## src/rtl/f2i_pkg.sv

```systemverilog
package f2i_pkg;

  localparam int F64W   = 64;
  localparam int EXPW   = 11;
  localparam int FRACW  = 52;
  localparam int BIAS   = 1023;
  localparam int SIGW   = FRACW + 1;

  typedef enum logic [1:0] {
    RND_ZERO = 2'd0,
    RND_DOWN = 2'd1,
    RND_NEAR = 2'd2,
    RND_UP   = 2'd3
  } rndMode_e;

  // strobes from control to datapath
  typedef struct packed {
    logic loadEn;
    logic isNan;
    logic isSnan;
    logic isInf;
    logic isZero;
    logic isSub;
  } convStrobe_t;

endpackage

```

## src/rtl/f2i_ctrl.sv

```systemverilog
module f2i_ctrl
  import f2i_pkg::*;
(
  input  logic              clk,
  input  logic              rstN,
  input  logic              inValid,
  input  logic [EXPW-1:0]   opExp,
  input  logic [FRACW-1:0]  opFrac,
  output convStrobe_t       strobes,
  output logic              outValid
);

  logic expAllOnes;
  logic expAllZero;
  logic fracNonZero;

  always_comb begin
    expAllOnes     = &opExp;
    expAllZero     = ~|opExp;
    fracNonZero    = |opFrac;
    strobes.loadEn = inValid;
    strobes.isNan  = expAllOnes & fracNonZero;
    strobes.isSnan = expAllOnes & fracNonZero & ~opFrac[FRACW-1];
    strobes.isInf  = expAllOnes & ~fracNonZero;
    strobes.isZero = expAllZero & ~fracNonZero;
    strobes.isSub  = expAllZero & fracNonZero;
  end

  always_ff @(posedge clk) begin
    if (!rstN) outValid <= 1'b0;
    else       outValid <= inValid;
  end


  valid_follow_chk: assert property (@(posedge clk) disable iff (!rstN)
    inValid |=> outValid);


  valid_idle_chk: assert property (@(posedge clk) disable iff (!rstN)
    !inValid |=> !outValid);

endmodule

```

## src/rtl/f2i_datapath.sv

```systemverilog
module f2i_datapath
  import f2i_pkg::*;
#(
  parameter int OUT_W = 64
)(
  input  logic              clk,
  input  logic              rstN,
  input  logic [F64W-1:0]   operand,
  input  logic [1:0]        roundMode,
  input  convStrobe_t       strobes,
  output logic [OUT_W-1:0]  outResult,
  output logic              outInexact,
  output logic              outInvalid,
  output logic              outOverflow,
  output logic              outSnan,
  output logic              outNotExact
);

  localparam logic [63:0]        MIN_MAG  = 64'd1 << (OUT_W - 1);
  localparam logic signed [12:0] TOP_EXP  = 13'(OUT_W - 1);
  localparam int                 WIN_W    = SIGW + 64;

  logic                 opSign;
  logic [EXPW-1:0]      expField;
  logic [FRACW-1:0]     fracField;
  logic [SIGW-1:0]      sig;
  logic signed [12:0]   unbExp;
  logic signed [12:0]   shlS;
  logic signed [12:0]   rshS;
  logic                 leftCase;
  logic [63:0]          leftMag;
  logic [WIN_W-1:0]     window;
  logic [SIGW-1:0]      intPart;
  logic                 guardBit;
  logic                 stickyBit;
  logic                 roundUp;
  logic [63:0]          rightMag;
  logic [63:0]          mag;
  logic [63:0]          signedVal;
  logic                 ovf;
  logic                 lostBits;

  logic [OUT_W-1:0]     nxtResult;
  logic                 nxtInexact;
  logic                 nxtInvalid;
  logic                 nxtOverflow;
  logic                 nxtSnan;
  logic                 nxtNotExact;

  // unpack and align
  always_comb begin
    opSign    = operand[F64W-1];
    expField  = operand[F64W-2 -: EXPW];
    fracField = operand[FRACW-1:0];
    sig       = {~strobes.isSub, fracField};
    unbExp    = strobes.isSub ? -13'sd1022
                              : ($signed({2'b00, expField}) - 13'sd1023);
    shlS      = unbExp - 13'sd52;
    rshS      = 13'sd52 - unbExp;
    leftCase  = (shlS >= 13'sd0);
  end

  // large operands: exact, shift left and keep low bits
  always_comb begin
    if (shlS >= 13'sd64) leftMag = '0;
    else                 leftMag = 64'(sig) << shlS[5:0];
  end

  // small operands: shift right, keep guard and sticky
  always_comb begin
    window = '0;
    if (!leftCase && rshS <= 13'sd64) begin
      window    = {sig, 64'b0} >> rshS[6:0];
      intPart   = window[WIN_W-1 -: SIGW];
      guardBit  = window[63];
      stickyBit = |window[62:0];
    end else begin
      intPart   = '0;
      guardBit  = 1'b0;
      stickyBit = |sig;
    end
  end

  // rounding increment per direction
  always_comb begin
    unique case (rndMode_e'(roundMode))
      RND_ZERO: roundUp = 1'b0;
      RND_DOWN: roundUp = opSign & (guardBit | stickyBit);
      RND_NEAR: roundUp = guardBit & (stickyBit | intPart[0]);
      RND_UP:   roundUp = ~opSign & (guardBit | stickyBit);
      default:  roundUp = 1'b0;
    endcase
    rightMag = 64'(intPart) + 64'(roundUp);
  end

  // range check, wrap and sign
  always_comb begin
    if (leftCase) begin
      ovf      = (unbExp > TOP_EXP) ||
                 (unbExp == TOP_EXP && !(opSign && fracField == '0));
      mag      = leftMag;
      lostBits = 1'b0;
    end else begin
      ovf      = opSign ? (rightMag > MIN_MAG) : (rightMag >= MIN_MAG);
      mag      = rightMag;
      lostBits = guardBit | stickyBit;
    end
    signedVal = opSign ? (64'd0 - mag) : mag;
  end

  // select by operand class
  always_comb begin
    nxtResult   = '0;
    nxtInexact  = 1'b0;
    nxtInvalid  = 1'b0;
    nxtOverflow = 1'b0;
    nxtSnan     = 1'b0;
    if (strobes.isNan) begin
      nxtInvalid = 1'b1;
      nxtSnan    = strobes.isSnan;
    end else if (strobes.isInf) begin
      nxtInvalid = 1'b1;
    end else if (!strobes.isZero) begin
      nxtResult   = signedVal[OUT_W-1:0];
      nxtOverflow = ovf;
      nxtInexact  = lostBits | ovf;
    end
    nxtNotExact = nxtInexact | nxtInvalid | (strobes.isZero & opSign);
  end

  always_ff @(posedge clk) begin
    if (!rstN) begin
      outResult   <= '0;
      outInexact  <= 1'b0;
      outInvalid  <= 1'b0;
      outOverflow <= 1'b0;
      outSnan     <= 1'b0;
      outNotExact <= 1'b0;
    end else if (strobes.loadEn) begin
      outResult   <= nxtResult;
      outInexact  <= nxtInexact;
      outInvalid  <= nxtInvalid;
      outOverflow <= nxtOverflow;
      outSnan     <= nxtSnan;
      outNotExact <= nxtNotExact;
    end
  end


  nan_zero_chk: assert property (@(posedge clk) disable iff (!rstN)
    strobes.loadEn && strobes.isNan |=> outInvalid && outResult == '0);


  inf_no_ovf_chk: assert property (@(posedge clk) disable iff (!rstN)
    strobes.loadEn && strobes.isInf |=> outInvalid && !outOverflow && !outInexact);


  zero_clean_chk: assert property (@(posedge clk) disable iff (!rstN)
    strobes.loadEn && strobes.isZero |=> outResult == '0 && !outInexact && !outInvalid);


  ovf_flags_chk: assert property (@(posedge clk) disable iff (!rstN)
    outOverflow |-> outInexact && !outInvalid);


  snan_inv_chk: assert property (@(posedge clk) disable iff (!rstN)
    outSnan |-> outInvalid);


  not_exact_chk: assert property (@(posedge clk) disable iff (!rstN)
    (outInexact || outInvalid) |-> outNotExact);


  hold_chk: assert property (@(posedge clk) disable iff (!rstN)
    !strobes.loadEn |=> $stable(outResult) && $stable(outNotExact));

endmodule

```

## src/rtl/f64_to_int_modulo.sv

```systemverilog
module f64_to_int_modulo
  import f2i_pkg::*;
#(
  parameter int OUT_W = 64
)(
  input  logic              clk,
  input  logic              rstN,
  input  logic              inValid,
  input  logic [63:0]       inOperand,
  input  logic [1:0]        inRoundMode,
  output logic              outValid,
  output logic [OUT_W-1:0]  outResult,
  output logic              outInexact,
  output logic              outInvalid,
  output logic              outOverflow,
  output logic              outSnan,
  output logic              outNotExact
);

  convStrobe_t strobes;

  f2i_ctrl u_ctrl (
    .clk      (clk),
    .rstN     (rstN),
    .inValid  (inValid),
    .opExp    (inOperand[62:52]),
    .opFrac   (inOperand[51:0]),
    .strobes  (strobes),
    .outValid (outValid)
  );

  f2i_datapath #(.OUT_W(OUT_W)) u_dp (
    .clk         (clk),
    .rstN        (rstN),
    .operand     (inOperand),
    .roundMode   (inRoundMode),
    .strobes     (strobes),
    .outResult   (outResult),
    .outInexact  (outInexact),
    .outInvalid  (outInvalid),
    .outOverflow (outOverflow),
    .outSnan     (outSnan),
    .outNotExact (outNotExact)
  );

endmodule

```

## config.mk

```make
export PLATFORM = sky130hd
export DESIGN_NAME = f64_to_int_modulo
export DESIGN_NICKNAME = d
export VERILOG_FILES = /design/src/rtl/f2i_pkg.sv /design/src/rtl/f2i_ctrl.sv /design/src/rtl/f2i_datapath.sv /design/src/rtl/f64_to_int_modulo.sv
export SDC_FILE = /design/constraint.sdc
export NUM_CORES = 1
export LEC_CHECK = 0
export ABC_AREA = 1
export BUFFER_PORTS_ARGS = -buffer_cell sky130_fd_sc_hd__buf_2
export CAP_MARGIN = 30
export CORE_MARGIN = 2
export CORE_UTILIZATION = 35
export DETAILED_ROUTE_END_ITERATION = 7
export PLACE_DENSITY = 0.56
export SLEW_MARGIN = 10
export SYNTH_ARGS = -nofsm -noshare
export SYNTH_HDL_FRONTEND = slang
export SYNTH_SLANG_ARGS = --single-unit
export TNS_END_PERCENT = 50
```

## constraint.sdc

```tcl
create_clock -name clk -period 8.6 [get_ports clk]
set_input_delay 0.43 -clock clk [delete_from_list [all_inputs] [get_ports clk]]
set_output_delay 0.43 -clock clk [all_outputs]
set_load 0.03 [all_outputs]
```

==> results of run 1 <==
## worst max-delay path: cells and delay by family
family / cells / cell delay (ns)
buf+inv: 6 / 1.23
fa+ha+maj: 4 / 1.09
simple gates: 29 / 3.84
compound gates: 7 / 1.66
## routing by layer
metal	vias up	global-route usage
li1	11400	-
met1	10900	0.476
met2	1401	0.540
met3	216	0.0606
met4	0	0.126
met5	-	0
## where the power goes
part | leakage [µW] | switching (µW) | internal (µW) | total [µW]
clock network | 0.000127 | 151 | 193 | 344
registers | 0.000575 | 19.4 | 361 | 380
logic | 0.00816 | 1460 | 544 | 2000
total | 0.00886 | 1630 | 1100 | 2730
## cell families after synthesis
group	count (synthesis)
AND/OR/NAND/NOR	2437
multiplexers	26
buffers and inverters	450
XOR/XNOR	12
adder cells (fa/ha/maj)	10
AO/OA/AOI/OAI	431
flip-flops	70
## Yosys cell counts (11+ instances only)
master,count
nor2_2,29
a21oi_1,112
clkbuf_1,72
nand3_2,11
xor2_1,11
dfxtp_1,70
buf_2,51
nand2_1,1121
nor2_1,401
mux2i_1,26
buf_1,35
nand2_2,22
nand3_1,666
o21ai_1,11
nand3b_1,39
o21ai_0,222
nand4_1,55
inv_1,247
o22ai_1,13
or2_2,12
nor3_1,36
buf_4,12
inv_2,16
## worst paths after layout
kind | slack (ns) | end | startpoint
min | 0.30 | u_ctrl.outValid$_SDFF_PN0_ | rstN
max | 0.59 | u_dp.outResult[56]$_SDFFE_PN0P_ | inOperand[14]
max reg2reg | 7.77 | u_dp.outNotExact$_SDFFE_PN0P_ | u_dp.outNotExact$_SDFFE_PN0P_
min reg2reg | 0.46 | u_dp.outResult[45]$_SDFFE_PN0P_ | u_dp.outResult[45]$_SDFFE_PN0P_
## flip-flops by register name (all words and copies together) (netlist names)
name              cells
u_dp.outOverflow      1
u_dp.outResult       64
u_dp.outInexact       1
u_dp.outInvalid       1
u_ctrl.outValid       1
u_dp.outNotExact      1
u_dp.outSnan          1
## what timing repair did
action	4_1_cts	5_1_grt
resized for setup	0	1
endpoints found under the hold margin	0	0
setup endpoints to repair	0	6
hold buffers	0	0
## stage by stage
step           hold WS, ns   util
2_1_floorplan        0.523      -
3_5_place_dp         0.453  0.379
6_report             0.302  0.384
3_3_place_gp         0.451  0.379
5_1_grt              0.337  0.384
4_1_cts              0.306  0.384
## final cells by class
type / instances / area (µm²)
Fill cell: 5745 / 29500
Multi-Input combinational cell: 2916 / 13700
Sequential cell: 70 / 1400
Timing Repair Buffer: 197 / 1200
Inverter: 270 / 1010
Tap cell: 615 / 769
Clock buffer: 9 / 225
Clock inverter: 6 / 38.8
==> insert_results.sql, run 1 <==
INSERT INTO impl_metrics (metric_group, metric, value, unit) VALUES
('status', 'run_status', 'finished with violations', ''),
('status', 'failed_checks', 'design-rule violations', ''),
('sta', 'unrepaired_setup_endpoints_after_global_routing', 'no', ''),
('grt', 'grt_max_degree', '99', ''),
('cts', 'cts_made_buffers', '9', ''),
('route', 'route.top_layer_used', 'met4', ''),
('power', 'power-per-cell-area', '148', 'nW/µm²'),
('cts', 'cts_tree', 'yes', ''),
('floorplan', 'die-width', '224', 'µm'),
('power', 'totalPowerFinal', '2730', 'µW'),
('cts', 'path_clk_slew', '0.06', 'ns'),
('synth', 'syn_avg_cell_area', '4.94', 'µm²'),
('cts', 'cts.sinks', '70', ''),
('synth', 'syn_area', '17000', 'µm²'),
('floorplan', 'core_region_area', '47800', 'µm²'),
('synth', 'postSynth.asyncResetShare', '0', ''),
('synth', 'post_synth_mux_area_share', '0.0153', ''),
('worst_hold_path', 'hold_path.class', 'input port to register', ''),
('grt', 'number_of_antenna_violations_at_the_first_check_in_global_routing', '1', ''),
('sta', 'clock_skew', '0', 'ns'),
('placement', 'dpl.cell_count', '4068', ''),
('floorplan', 'die_area', '50300', 'µm²'),
('route', 'detail_route.wirelength', '89100', 'µm'),
('cells_and_area', 'most-common-layout-cells', 'nand2_1 (1,121), nand3_1 (666), nor2_1 (401)', ''),
('floorplan', 'initial_core_utilization', '0.355', ''),
('synth', 'synth.ff_latch_count', '70', ''),
('worst_setup_path', 'worst-path-max-fanout', '20', ''),
('route', 'route.detailed.wl_per_inst', '21.8', 'µm'),
('worst_setup_path', 'worstRegToRegCells', '2', ''),
('floorplan', 'ios', '139', ''),
('cells_and_area', 'area_delta_synth_final', '8.38', '%'),
('route', 'drtPass1Iterations', '8', ''),
('synth', 'syn_nets', '3515', ''),
('synth', 'synth_top_cells_by_area', 'nand2_1 (25%), nand3_1 (20%), nor2_1 (8.9%)', ''),
('cells_and_area', 'layout_commonest_cell', 'nand2_1', ''),
('worst_hold_path', 'worstHoldPathCells', '3', ''),
('cells_and_area', 'layout-drive-gt1-share', '0.0975', ''),
('route', 'via_count', '23900', ''),
('sta', 'setup_ws', '0.588', 'ns'),
('sta', 'fin_setup_tns', '0', 'ns'),
('power', 'ir_worst_vdd', '92.8', 'µV'),
('route', 'final_antenna_net_count', '0', ''),
('sta', 'timing.max_slew.rel_slack', '0.329', ''),
('route', 'post_drt_via_cell_ratio', '5.86', ''),
('worst_setup_path', 'crit_arrival', '8.28', 'ns'),
('cells_and_area', 'post_layout_nonfiller_instances', '4083', ''),
('worst_setup_path', 'worst-setup-path-type', 'input port to register', ''),
('sta', 'slew_violations', '0', ''),
('synth', 'synth-adder-area-share', '0.00737', ''),
('cts', 'worst_skew_pair.late_latency', '0.35', 'ns'),
('synth', 'yosysWarningCount', '0', ''),
('cts', 'cts.repair_timing.setup_buffer_count', '0', ''),
('grt', 'overflow', '0', ''),
('synth', 'post_synthesis_sequential_area_ratio', '0.0826', ''),
('sta', 'finalWorstPathRequiredPeriod', '8.01', 'ns'),
('worst_setup_path', 'crit_path_end_kind', 'register', ''),
('cells_and_area', 'num-nets-final', '3543', ''),
('route', 'remaining_drc_errors', '22', ''),
('sta', 'report.final.setup_viol', '0', ''),
('synth', 'synth_edf_count', '0', ''),
('sta', 'worst-slew-pin-transition', '1.00', 'ns'),
('synth', 'synth-simple-area-share', '0.636', ''),
('synth', 'synth_top_family_by_area', 'simple AND/OR/NAND/NOR gates', ''),
('route', 'drt_first_iter_violations', '3837', ''),
('placement', 'place_worst_setup_slack', '0.639', 'ns'),
('floorplan', 'rows', '80', ''),
('sta', 'final_hold_violation_count', '0', ''),
('route', 'wl_met1', '37800', 'µm'),
('power', 'p_leak', '0.00886', 'µW'),
('synth', 'yosys.cell_types.count', '67', ''),
('worst_setup_path', 'cp.required', '8.87', 'ns');
Note: power is estimated with default switching activity, not from simulation.
==> run 2: changes to the inputs <==
PLACE_DENSITY = 0.58   (was 0.56)
==> insert_results.sql, run 2 (synthesis results as in run 1) <==
INSERT INTO impl_metrics (metric_group, metric, value, unit) VALUES
('worst_setup_path', 'cp.required', '8.87', 'ns'),
('cts', 'cts_hold_buffers', '0', ''),
('placement', 'io_buffer_count', '138', ''),
('floorplan', 'initial_core_utilization', '0.355', ''),
('route', 'detailroute.wirelength.met3', '9490', 'µm'),
('route', 'final_antenna_net_count', '0', ''),
('cells_and_area', 'flip_flop_count_of_the_largest_register_all_copies_and_words_added', '64', ''),
('worst_hold_path', 'min_from', 'rstN', ''),
('cts', 'cts.repair_timing.setup_buffer_count', '0', ''),
('cells_and_area', 'post_layout_nonfiller_instances', '4077', ''),
('sta', 'fin_setup_tns', '0', 'ns'),
('grt', 'number_of_antenna_violations_at_the_first_check_in_global_routing', '3', ''),
('cts', 'cts_root_buffer', 'clkbuf_16', ''),
('power', 'ir_worst_vdd', '89.7', 'µV'),
('cts', 'path_clk_slew', '0.06', 'ns'),
('cts', 'cts_made_buffers', '9', ''),
('cts', 'cts_repair_resize_count', '0', ''),
('grt', 'grt_use_total', '0.340', ''),
('flow_run', 'timing.max_cap.violations', '0', ''),
('cts', 'worst_skew_pair.late_latency', '0.35', 'ns'),
('cells_and_area', 'layout_commonest_cell', 'nand2_1', ''),
('route', 'via_count', '23900', ''),
('worst_setup_path', 'worst-path-max-fanout', '40', ''),
('worst_hold_path', 'hold_path.class', 'input port to register', ''),
('route', 'detail_route.wirelength', '87500', 'µm'),
('route', 'met2RoutedLength', '36600', 'µm'),
('grt', 'first_pass_grt_wire_length', '131000', 'µm'),
('sta', 'fmax', '126', 'MHz'),
('power', 'p_leak', '0.00882', 'µW'),
('floorplan', 'core_region_area', '47800', 'µm²'),
('route', 'post_drt_via_cell_ratio', '5.87', ''),
('cells_and_area', 'layout-drive-gt1-share', '0.0956', ''),
('floorplan', 'ios', '139', ''),
('grt', 'overflow', '0', ''),
('worst_setup_path', 'timing.critical_path.from', 'inOperand[8]', ''),
('placement', 'dpl.hpwl', '72000', 'µm'),
('sta', 'clock_skew', '0', 'ns'),
('sta', 'report.final.setup_viol', '0', ''),
('sta', 'finalWorstPathRequiredPeriod', '7.95', 'ns'),
('sta', 'slew_violations', '0', ''),
('floorplan', 'rows', '80', ''),
('cells_and_area', 'total_of_fill_cells_in_the_finished_design', '5648', ''),
('cells_and_area', 'post-route-util', '0.383', ''),
('worst_setup_path', 'timing.critical_path.from_type', 'input port', ''),
('route', 'wl_met1', '36800', 'µm'),
('cells_and_area', 'most-common-layout-cells', 'nand2_1 (1,121), nand3_1 (666), nor2_1 (401)', ''),
('route', 'drtPass1Iterations', '7', ''),
('cells_and_area', 'regMostFlops', 'u_dp.outResult', ''),
('cts', 'cts.sinks', '70', ''),
('cells_and_area', 'multi_input_comb_area', '13700', 'µm²'),
('worst_setup_path', 'r2r_slack', '7.69', 'ns'),
('floorplan', 'die_h', '224', 'µm'),
('worst_setup_path', 'timing.rr.end', 'u_dp.outNotExact$_SDFFE_PN0P_', ''),
('worst_setup_path', 'cpPeakStageDelay', '0.45', 'ns'),
('worst_setup_path', 'crit_path_end_kind', 'register', ''),
('sta', 'final_hold_violation_count', '0', ''),
('cts', 'cts-htree-levels', '3', ''),
('cells_and_area', 'antennaDiodeCount', '0', ''),
('worst_setup_path', 'worst-setup-path-type', 'input port to register', ''),
('power', 'power-per-cell-area', '148', 'nW/µm²'),
('cts', 'ctsLongestPathBuffers', '2', ''),
('sta', 'worst-slew-pin-transition', '1.09', 'ns'),
('worst_setup_path', 'regToRegStartpoint', 'u_dp.outNotExact$_SDFFE_PN0P_', ''),
('worst_setup_path', 'crit_slowest_cell', 'buf_4', ''),
('cells_and_area', 'num-nets-final', '3537', ''),
('cells_and_area', 'area_delta_synth_final', '7.94', '%'),
('cells_and_area', 'register_area', '1400', 'µm²'),
('placement', 'gp_congestion', '1.07', ''),
('floorplan', 'die-width', '224', 'µm'),
('worst_hold_path', 'worstHoldPathCells', '3', ''),
('route', 'route.detailed.wl_per_inst', '21.5', 'µm'),
('grt', 'grt_pass1_vias', '21300', ''),
('worst_hold_path', 'holdPathEnd', 'u_ctrl.outValid$_SDFF_PN0_', ''),
('sta', 'unrepaired_setup_endpoints_after_global_routing', 'no', ''),
('floorplan', 'die_area', '50300', 'µm²'),
('route', 'route.top_layer_used', 'met5', ''),
('placement', 'dpl.cell_count', '4062', ''),
('worst_setup_path', 'crit_arrival', '8.21', 'ns'),
('status', 'run_status', 'finished, final reports clean', ''),
('sta', 'post-route-period-util', '0.924', ''),
('route', 'drt_first_iter_violations', '3578', ''),
('cts', 'cts_tree', 'yes', ''),
('worst_setup_path', 'critical_path.most_common_cell', 'nand2_1', ''),
('worst_setup_path', 'cpLargestDelayFamily', 'simple AND/OR/NAND/NOR gates', ''),
('worst_setup_path', 'worstRegToRegCells', '2', ''),
('grt', 'grt_max_degree', '99', ''),
('route', 'remaining_drc_errors', '0', ''),
('sta', 'timing.max_slew.rel_slack', '0.265', ''),
('worst_setup_path', 'critPathBufInv', '5', '');
run 2: changes by cell type in the layout (fill, tap and decap cells not counted):
| cell | before | now |
|---|---|---|
| buf_12 | 5 | 3 |
| clkinv_1 | 5 | 6 |
| buf_4 | 53 | 50 |
| buf_6 | 1 | 0 |
| inv_2 | 19 | 18 |
run 2: power by group:
group | internal (µW) | switching, µW | total (µW)
Sequential | 361 | 18.4 | 379
Clock | 193 | 150 | 343
Combinational | 536 | 1460 | 1990
Total | 1090 | 1620 | 2710
run 2: metrics by stage:
step	area [µm²]	total power [µW]	setup slack, ns	hold slack, ns
global placement	18100	2310	0.568	0.450
global route	18300	2910	0.0872	0.333
detailed placement	18100	2300	0.637	0.452
floorplan	17000	1710	0.667	0.523
finish	18300	2710	0.653	0.309
CTS	18300	2650	0.971	0.303
run 2: worst reg2reg max path: cells and delay by family (launching register included):
kind / cells / cell delay, ns
flip-flops: 1 / 0.40
AO/OA/AOI/OAI: 2 / 0.35
run 2: cell type report:
cell class / instances / area share
multi-input cells: 2916 / 0.750
flip-flops and latches: 70 / 0.0765
repair buffers: 191 / 0.0615
inverters: 270 / 0.0553
well taps: 615 / 0.0420
clock buffers: 9 / 0.0123
clock inverters: 6 / 0.00212
run 2: worst max-delay path by stage:
stage	endpoint	slack, ns	depth (start not counted)
2_1_floorplan	u_dp.outResult[34]$_SDFFE_PN0P_	0.67	48
3_3_place_gp	u_dp.outResult[54]$_SDFFE_PN0P_	0.57	42
3_5_place_dp	u_dp.outResult[54]$_SDFFE_PN0P_	0.64	45
4_1_cts	u_dp.outResult[54]$_SDFFE_PN0P_	0.97	45
5_1_grt	u_dp.outResult[56]$_SDFFE_PN0P_	0.09	45
6_report	u_dp.outResult[56]$_SDFFE_PN0P_	0.65	45
run 2: metal layers:
metal,up-vias,global-route usage
li1,11400,-
met1,10800,0.467
met2,1444,0.516
met3,225,0.0595
met4,2,0.153
met5,-,0
